===== src/rtl/dtl_pkg.sv =====
package dtl_pkg;
  typedef enum logic [1:0] {
    LVL_COOL = 2'd0,
    LVL_MID  = 2'd1,
    LVL_HI   = 2'd2,
    LVL_CRIT = 2'd3
  } therm_lvl_e;
endpackage


===== src/rtl/dtl_window_timer.sv =====
// Free-running window timer; wrap is high in the last cycle of each window.
module dtl_window_timer #(
  parameter int CNT_W = 14
) (
  input  logic             clk,
  input  logic             rst,
  input  logic [CNT_W-1:0] len,
  output logic             wrap
);
  logic [CNT_W-1:0] tick_q;
  logic [CNT_W:0]   next_pos;

  always_comb begin
    next_pos = {1'b0, tick_q} + 1'b1;
    wrap     = (next_pos >= {1'b0, len});
  end

  always_ff @(posedge clk) begin
    if (rst || wrap) tick_q <= '0;
    else             tick_q <= tick_q + 1'b1;
  end
endmodule


===== src/rtl/dtl_sat_counter.sv =====
// Saturating activity counter, cleared at a window boundary.
module dtl_sat_counter #(
  parameter int W = 8
) (
  input  logic         clk,
  input  logic         rst,
  input  logic         clr,
  input  logic         inc,
  output logic [W-1:0] cnt
);
  always_ff @(posedge clk) begin
    if (rst || clr)             cnt <= '0;
    else if (inc && cnt != '1)  cnt <= cnt + 1'b1;
  end
endmodule


===== src/rtl/dtl_module_budget.sv =====
// Per-module budget: thermal/external counter, power counter, grant logic.
module dtl_module_budget
  import dtl_pkg::*;
#(
  parameter int LIM_W = 8,
  parameter int PWR_W = 12
) (
  input  logic             clk,
  input  logic             rst,
  input  logic             valid,
  input  therm_lvl_e       level,
  input  logic             ext_hot,
  input  logic             bw_en,
  input  logic             allow_isoch,
  input  logic [LIM_W-1:0] lim_mid,
  input  logic [LIM_W-1:0] lim_hi,
  input  logic [LIM_W-1:0] lim_crit,
  input  logic [LIM_W-1:0] ext_lim,
  input  logic             pwr_en,
  input  logic [PWR_W-1:0] pwr_lim,
  input  logic             therm_wrap,
  input  logic             pwr_wrap,
  output logic             grant,
  output logic             cke_drop
);
  logic [LIM_W-1:0] therm_cnt;
  logic [PWR_W-1:0] pwr_cnt;
  logic [LIM_W-1:0] therm_cap;
  logic             therm_on;
  logic             ok_therm, ok_ext, ok_pwr;

  always_comb begin
    unique case (level)
      LVL_MID:  therm_cap = lim_mid;
      LVL_HI:   therm_cap = lim_hi;
      LVL_CRIT: therm_cap = lim_crit;
      default:  therm_cap = '1;
    endcase
    therm_on = bw_en && (level != LVL_COOL);
    ok_therm = !therm_on || (therm_cnt < therm_cap);
    ok_ext   = !ext_hot  || (therm_cnt < ext_lim);
    ok_pwr   = !pwr_en   || (pwr_cnt < pwr_lim);
    grant    = valid && ok_therm && ok_ext && ok_pwr;
  end

  dtl_sat_counter #(.W(LIM_W)) u_therm_cnt (
    .clk(clk), .rst(rst), .clr(therm_wrap), .inc(grant), .cnt(therm_cnt)
  );

  dtl_sat_counter #(.W(PWR_W)) u_pwr_cnt (
    .clk(clk), .rst(rst), .clr(pwr_wrap), .inc(grant), .cnt(pwr_cnt)
  );

  always_ff @(posedge clk) begin
    if (rst) cke_drop <= 1'b0;
    else     cke_drop <= !allow_isoch && (ext_hot || therm_on);
  end
endmodule


===== src/rtl/dimm_activity_throttle.sv =====
module dimm_activity_throttle
  import dtl_pkg::*;
#(
  parameter int NUM_MODULES = 3,
  parameter int CLK_PER_US  = 100,
  parameter int WIN_FIELD_W = 11,
  parameter int WIN_SHIFT   = 3,
  parameter int LIM_W       = 8,
  parameter int PWR_W       = 12
) (
  input  logic                         clk,
  input  logic                         rst,
  input  logic [NUM_MODULES-1:0]       cmd_valid,
  output logic [NUM_MODULES-1:0]       cmd_grant,
  input  logic [2*NUM_MODULES-1:0]     therm_level,
  input  logic                         ext_hot,
  input  logic                         cfg_bw_thrt_en,
  input  logic                         cfg_allow_isoch,
  input  logic [WIN_FIELD_W-1:0]       cfg_win_len,
  input  logic [LIM_W*NUM_MODULES-1:0] cfg_lim_mid,
  input  logic [LIM_W*NUM_MODULES-1:0] cfg_lim_hi,
  input  logic [LIM_W*NUM_MODULES-1:0] cfg_lim_crit,
  input  logic [LIM_W-1:0]             cfg_ext_lim,
  input  logic [NUM_MODULES-1:0]       cfg_pwr_en,
  input  logic [PWR_W*NUM_MODULES-1:0] cfg_pwr_lim,
  output logic [NUM_MODULES-1:0]       cke_drop_req
);
  localparam int TWIN_W = WIN_FIELD_W + WIN_SHIFT;
  localparam int US_W   = $clog2(CLK_PER_US + 1);
  localparam logic [US_W-1:0] US_LEN = US_W'(CLK_PER_US);

  logic [TWIN_W-1:0] therm_len;
  logic              therm_wrap, pwr_wrap;

  assign therm_len = {cfg_win_len, {WIN_SHIFT{1'b0}}};

  dtl_window_timer #(.CNT_W(TWIN_W)) u_therm_timer (
    .clk(clk), .rst(rst), .len(therm_len), .wrap(therm_wrap)
  );

  dtl_window_timer #(.CNT_W(US_W)) u_pwr_timer (
    .clk(clk), .rst(rst), .len(US_LEN), .wrap(pwr_wrap)
  );

  for (genvar m = 0; m < NUM_MODULES; m++) begin : g_mod
    dtl_module_budget #(.LIM_W(LIM_W), .PWR_W(PWR_W)) u_budget (
      .clk        (clk),
      .rst        (rst),
      .valid      (cmd_valid[m]),
      .level      (therm_lvl_e'(therm_level[2*m +: 2])),
      .ext_hot    (ext_hot),
      .bw_en      (cfg_bw_thrt_en),
      .allow_isoch(cfg_allow_isoch),
      .lim_mid    (cfg_lim_mid[LIM_W*m +: LIM_W]),
      .lim_hi     (cfg_lim_hi[LIM_W*m +: LIM_W]),
      .lim_crit   (cfg_lim_crit[LIM_W*m +: LIM_W]),
      .ext_lim    (cfg_ext_lim),
      .pwr_en     (cfg_pwr_en[m]),
      .pwr_lim    (cfg_pwr_lim[PWR_W*m +: PWR_W]),
      .therm_wrap (therm_wrap),
      .pwr_wrap   (pwr_wrap),
      .grant      (cmd_grant[m]),
      .cke_drop   (cke_drop_req[m])
    );
  end
endmodule


===== config.mk =====
export PLATFORM = sky130hd
export DESIGN_NAME = dimm_activity_throttle
export DESIGN_NICKNAME = d
export VERILOG_FILES = /design/src/rtl/dtl_pkg.sv /design/src/rtl/dtl_window_timer.sv /design/src/rtl/dtl_sat_counter.sv /design/src/rtl/dtl_module_budget.sv /design/src/rtl/dimm_activity_throttle.sv
export SDC_FILE = /design/constraint.sdc
export NUM_CORES = 1
export LEC_CHECK = 0
export BUFFER_PORTS_ARGS = -buffer_cell sky130_fd_sc_hd__buf_2
export CORE_MARGIN = 2
export CORE_UTILIZATION = 30
export CTS_CLUSTER_DIAMETER = 40
export CTS_CLUSTER_SIZE = 40
export DETAILED_ROUTE_END_ITERATION = 10
export SLEW_MARGIN = 0
export SYNTH_ARGS = -nofsm -noshare
export SYNTH_HDL_FRONTEND = slang
export SYNTH_SLANG_ARGS = --single-unit

===== constraint.sdc =====
create_clock -name clk -period 4.2 [get_ports clk]
set_clock_uncertainty 0.05 [all_clocks]
set_input_delay 0.42 -clock clk [delete_from_list [all_inputs] [get_ports clk]]
set_output_delay 0.42 -clock clk [all_outputs]
set_load 0.005 [all_outputs]

### After elaboration in Yosys (flattened, before gate mapping)

Cells that the tools add are included.

* eq/ne operators: 15
* magnitude comparators: 11
* add/sub/neg operators: 10
* reduce and logical (&&, ||, !) cells: 46
* shift operators: 0
* multiply operators: 0
* bitwise operators: 0
* div/mod/pow operators: 0
* muxes and demuxes: 3

Operators with widths (number)
* one-hot mux 8 bit (3 select lines): 3
* less-than comparator 8 bit: 6
* adder 12 x 1 -> 12 bit (second input constant): 3
* less-than comparator 12 bit: 3
* != test 12 bit (second input constant): 3
* adder 8 x 1 -> 8 bit (second input constant): 3
* != test 8 bit (second input constant): 3
* logical AND 1 bit: 21
* adder 14 x 1 -> 15 bit (second input constant): 1
* >= comparator 15 x 14 -> 1 bit: 1
* adder 14 x 1 -> 14 bit (second input constant): 1
* logical OR 1 bit: 14
* equality test 2 bit (second input constant): 6
* adder 7 x 1 -> 8 bit (second input constant): 1
* >= comparator 8 x 7 -> 1 bit (second input constant): 1
* zero test 1 bit: 8
* adder 7 x 1 -> 7 bit (second input constant): 1
* equality test 2 x 1 -> 1 bit (second input constant): 3
* nonzero test 2 bit: 3

* bits in latches: 0
* ROM bits: 0
* bits in writable memories: 0
* register bits after elaboration: 84
* input port bits: 144
* memories: 0
* output and inout port bits: 6

### Longest topological paths before layout

* depth after elaboration: 8
* mapped depth: 15
* depth with buffers taken out: 14

### Cells and area by module

Synthesis repeated with hierarchy kept, for this count alone.

* cell total of the unflattened synthesis: 882
* area total of the unflattened synthesis: 7233.2 µm²

By module, submodules not included
* dtl_module_budget: times used 3, cells each 116, area an instance 852.1 µm²
* dtl_sat_counter (g_mod[0].u_budget.u_pwr_cnt ...): times used 3, cells each 72, area an instance 630.6 µm²
* dtl_sat_counter (g_mod[0].u_budget.u_therm_cnt ...): times used 3, cells each 48, area an instance 421.7 µm²
* dtl_window_timer (u_therm_timer): times used 1, cells each 118, area an instance 1039.7 µm²
* dtl_window_timer (u_pwr_timer): times used 1, cells each 54, area an instance 473.0 µm²
* dimm_activity_throttle: times used 1, cells each 2, area an instance 7.5 µm²

### Worst setup path before layout

Ideal clock, no wire load.

* path type: input to output
* from: in therm_level[5]
* to: out cmd_grant[2]
* data arrival time: 2791 ps
* stages: 12
* data required time: 3730 ps
* path slack: 939 ps
* path buffers: 3
* cell sequence: buf_2 > nand2b_1 > o21ai_0 > ha_1 > a211oi_1 > nor2_1 > a2111oi_4 > a211oi_2 > or4_4 > clkinv_4 > buf_8 > buf_4

* cells in the longest elaborated chain, start to end: 7

RTL lines
* start: declaration: line dimm_activity_throttle.sv:15 `input logic [2*NUM_MODULES-1:0] therm_level,`
* equality test 2 bit, or another cell as far along: line dtl_module_budget.sv:33 `unique case (level)`
* one-hot mux 8 bit (3 select lines) / logical AND 1 bit (equally long branches): line dtl_module_budget.sv:33, dtl_module_budget.sv:39
* less-than comparator 8 bit / zero test 1 bit (equally long branches): line dtl_module_budget.sv:40 `ok_therm = !therm_on || (therm_cnt < therm_cap);`
* logical OR 1 bit (*): line dtl_module_budget.sv:40
* logical AND 1 bit (*) (3 in a row): line dtl_module_budget.sv:43 `grant = valid && ok_therm && ok_ext && ok_pwr;`
* end: declaration: line dimm_activity_throttle.sv:14 `output logic [NUM_MODULES-1:0] cmd_grant,`

Mark *: on every way between the ends. The rest lies on a longest branch, timed or not.

### Final worst setup path

* from: in therm_level[4]
* to: out cmd_grant[2]

The elaborated chain is that of the path after synthesis.

==> results.json <==
{
  "finalInstanceArea_mm2": 0.00810,
  "num-fill-cells": 2355,
  "die_y_um": 155,
  "seq_area_frac_synth": 0.247,
  "worstPathRequired_ns": 3.73,
  "portBuffers": 149,
  "drive_above_1_share": 0.200,
  "cts_root_buf": "clkbuf_16",
  "clk_latency_ns": 0.34,
  "cts_sinks": 84,
  "dieArea_mm2": 0.0240,
  "slew_headroom": 0.394,
  "grt_first_pass_wirelength_um": 28700,
  "antenna_found_initial": 1,
  "ys_async_sr_fraction": 0,
  "syn_nets": 1081,
  "utilization": 0.360,
  "maxSlewViolCount": 0,
  "cts_hold_buf": 0,
  "finish.net_count": 1215,
  "cts_tree": "built",
  "path_class": "in -> out",
  "ys_types": 63,
  "syn_area_mm2": 0.00682,
  "ir_drop_mv": 0.129,
  "start_util": 0.303,
  "die_width_um": 155,
  "antenna_left": 0,
  "yosys_most_used_dff": "dfxtp_1",
  "rows": 55,
  "vias": 6378,
  "wl_per_cell_um": 13.6,
  "cts_resized": 0,
  "setup_viol": 0,
  "synthCells": 841,
  "grtUsageMet3": 0.0277,
  "viasPerCell": 5.04,
  "top_usage_layer": "met2",
  "holdWs_ns": 0.280,
  "dpl_cell_area_mm2": 0.00780,
  "drt_wl_total_um": 17300,
  "core_mm2": 0.0225,
  "synth-edff-count": 0,
  "start_kind": "input port",
  "track_usage": 0.146,
  "syn_area_per_cell_um2": 8.11,
  "p_per_area_mw_per_mm2": 243,
  "grt_overflow": 0,
  "io_pins": 150,
  "pre_cts_slack_ns": 0.608,
  "setup_slack_ns": 0.604,
  "grt_pass1_vias": 6005,
  "synthToLayoutAreaGrowth_pct": 18.8,
  "cp.arrival_ns": 3.13,
  "grt_max_degree": 33,
  "clk_path_buf_depth": 2,
  "met1_usage": 0.189,
  "grt_use_met2": 0.249,
  "gp_congestion": 0.790,
  "max_freq_ghz": 0.278,
  "status": "completed",
  "cts.reportedPaths.clkPinSlew_ns": 0.06,
  "drcViolationCount": 0,
  "synth_warnings": 0,
  "maxCapViolCount": 0,
  "timing.setup.tns_ns": 0,
  "htree_levels": 3,
  "dpl.hpwl_um": 13800,
  "min_period_ns": 3.60,
  "crit_fanout": 13,
  "worst_pin_slew_ns": 0.909,
  "cts-buffers-inserted": 9,
  "period_share": 0.856,
  "synth-seq-cells": 84,
  "end_kind": "output port",
  "rsz0062_at_grt": "no",
  "final-hold-violation-count": 0,
  "leakage_uw": 0.00397,
  "dr.pass1.iters": 4,
  "min_path_type": "in -> reg",
  "post_cts.repair.setup_buffers": 0,
  "drt_iter0_markers": 256
}
[metrics by stage]
| stage | std cells | total power (uW) |
|---|---|---|
| after floorplan | 841 | 1060 |
| after global placement | 1249 | 1180 |
| after detailed placement | 1249 | 1180 |
| after CTS | 1264 | 2000 |
| after global routing | 1265 | 2090 |
| final | 1265 | 1970 |
[power by group]
group,internal [uW],switching (uW)
Combinational,145,167
Sequential,817,30.4
Clock,477,336
Total,1440,533
[registers in the layout (all words and copies together) (netlist names)]
| signal | flops |
|---|---|
| g_mod.u_budget.cke_drop | 3 |
| g_mod.u_budget.u_pwr_cnt.cnt | 36 |
| g_mod.u_budget.u_therm_cnt.cnt | 24 |
| u_pwr_timer.tick_q | 7 |
| u_therm_timer.tick_q | 14 |
[cell usage in the layout (no fill, tap or decap), drive strengths merged, types with 26 or more instances in the layout]
cell type	Yosys	layout
nor2	68	68
nand3	36	36
ha	96	96
and3	26	26
dfxtp	84	84
o21ai	53	53
mux2i	35	35
buf	15	152
a21oi	38	38
inv	64	65
nand2	78	78
[Yosys cell counts (12+ instances only)]
cell type | count | area [um2]
clkbuf_1 | 14 | 52.6
nand2b_1 | 15 | 93.8
and3_1 | 26 | 163
dfxtp_1 | 84 | 1680
ha_1 | 96 | 1200
inv_1 | 64 | 240
nand4_1 | 24 | 150
xnor2_1 | 23 | 201
nor2_1 | 67 | 251
mux2i_1 | 35 | 350
nand3_1 | 36 | 180
a31o_2 | 12 | 105
nand2_1 | 78 | 293
o21ai_0 | 53 | 265
a211oi_1 | 13 | 97.6
a21oi_1 | 38 | 190
and2_1 | 17 | 106
[worst paths after layout]
check | start | to | slack, ns | depth (start not counted)
setup / recovery | therm_level[4] | cmd_grant[2] | 0.60 | 11
hold / removal | cfg_allow_isoch | g_mod[1].u_budget.cke_drop | 0.28 | 2
hold reg to reg | u_therm_timer.tick_q[0] | u_therm_timer.tick_q[0] | 0.43 | 1
setup reg to reg | u_therm_timer.tick_q[2] | g_mod[2].u_budget.u_therm_cnt.cnt[2] | 0.80 | 12
[metal layers]
layer  part of all wire  vias up  wire [um]
met2               0.47      140       8120
li1                   -     3323          -
met4              0.018        0        304
met1               0.47     2898       8130
met5                  0        -          0
met3              0.041       17        716
[area by class of cell]
| type | instances | area, um2 | share of cell area |
|---|---|---|---|
| antenna | 1 | 2.50 | 0.000309 |
| inverter | 65 | 249 | 0.0307 |
| tap | 285 | 357 | 0.0440 |
| timing repair buffer | 152 | 768 | 0.0948 |
| clock buffer | 10 | 239 | 0.0295 |
| sequential | 84 | 1680 | 0.208 |
| clock inverter | 5 | 61.3 | 0.00757 |
| multi-input combinational | 663 | 4740 | 0.585 |
[cell families after synthesis]
logic type      after synthesis  synth area share
fa+ha+maj                    96             0.176
simple gates                316             0.239
buf+inv                      94            0.0604
compound gates              184             0.185
flops                        84             0.247
mux                          36            0.0530
xor+xnor                     31            0.0398
[worst max-delay path: stages]
cell and delay (ns):
buf_2 0.25, nand2b_1 0.19, o21ai_0 0.21, ha_1 0.27, a211oi_1 0.25, nor2_1 0.11, a2111oi_4 0.33, a211oi_2 0.15
or4_4 0.65, clkinv_4 0.16, buf_2 0.14
Note: power is estimated with default switching activity, not from simulation.
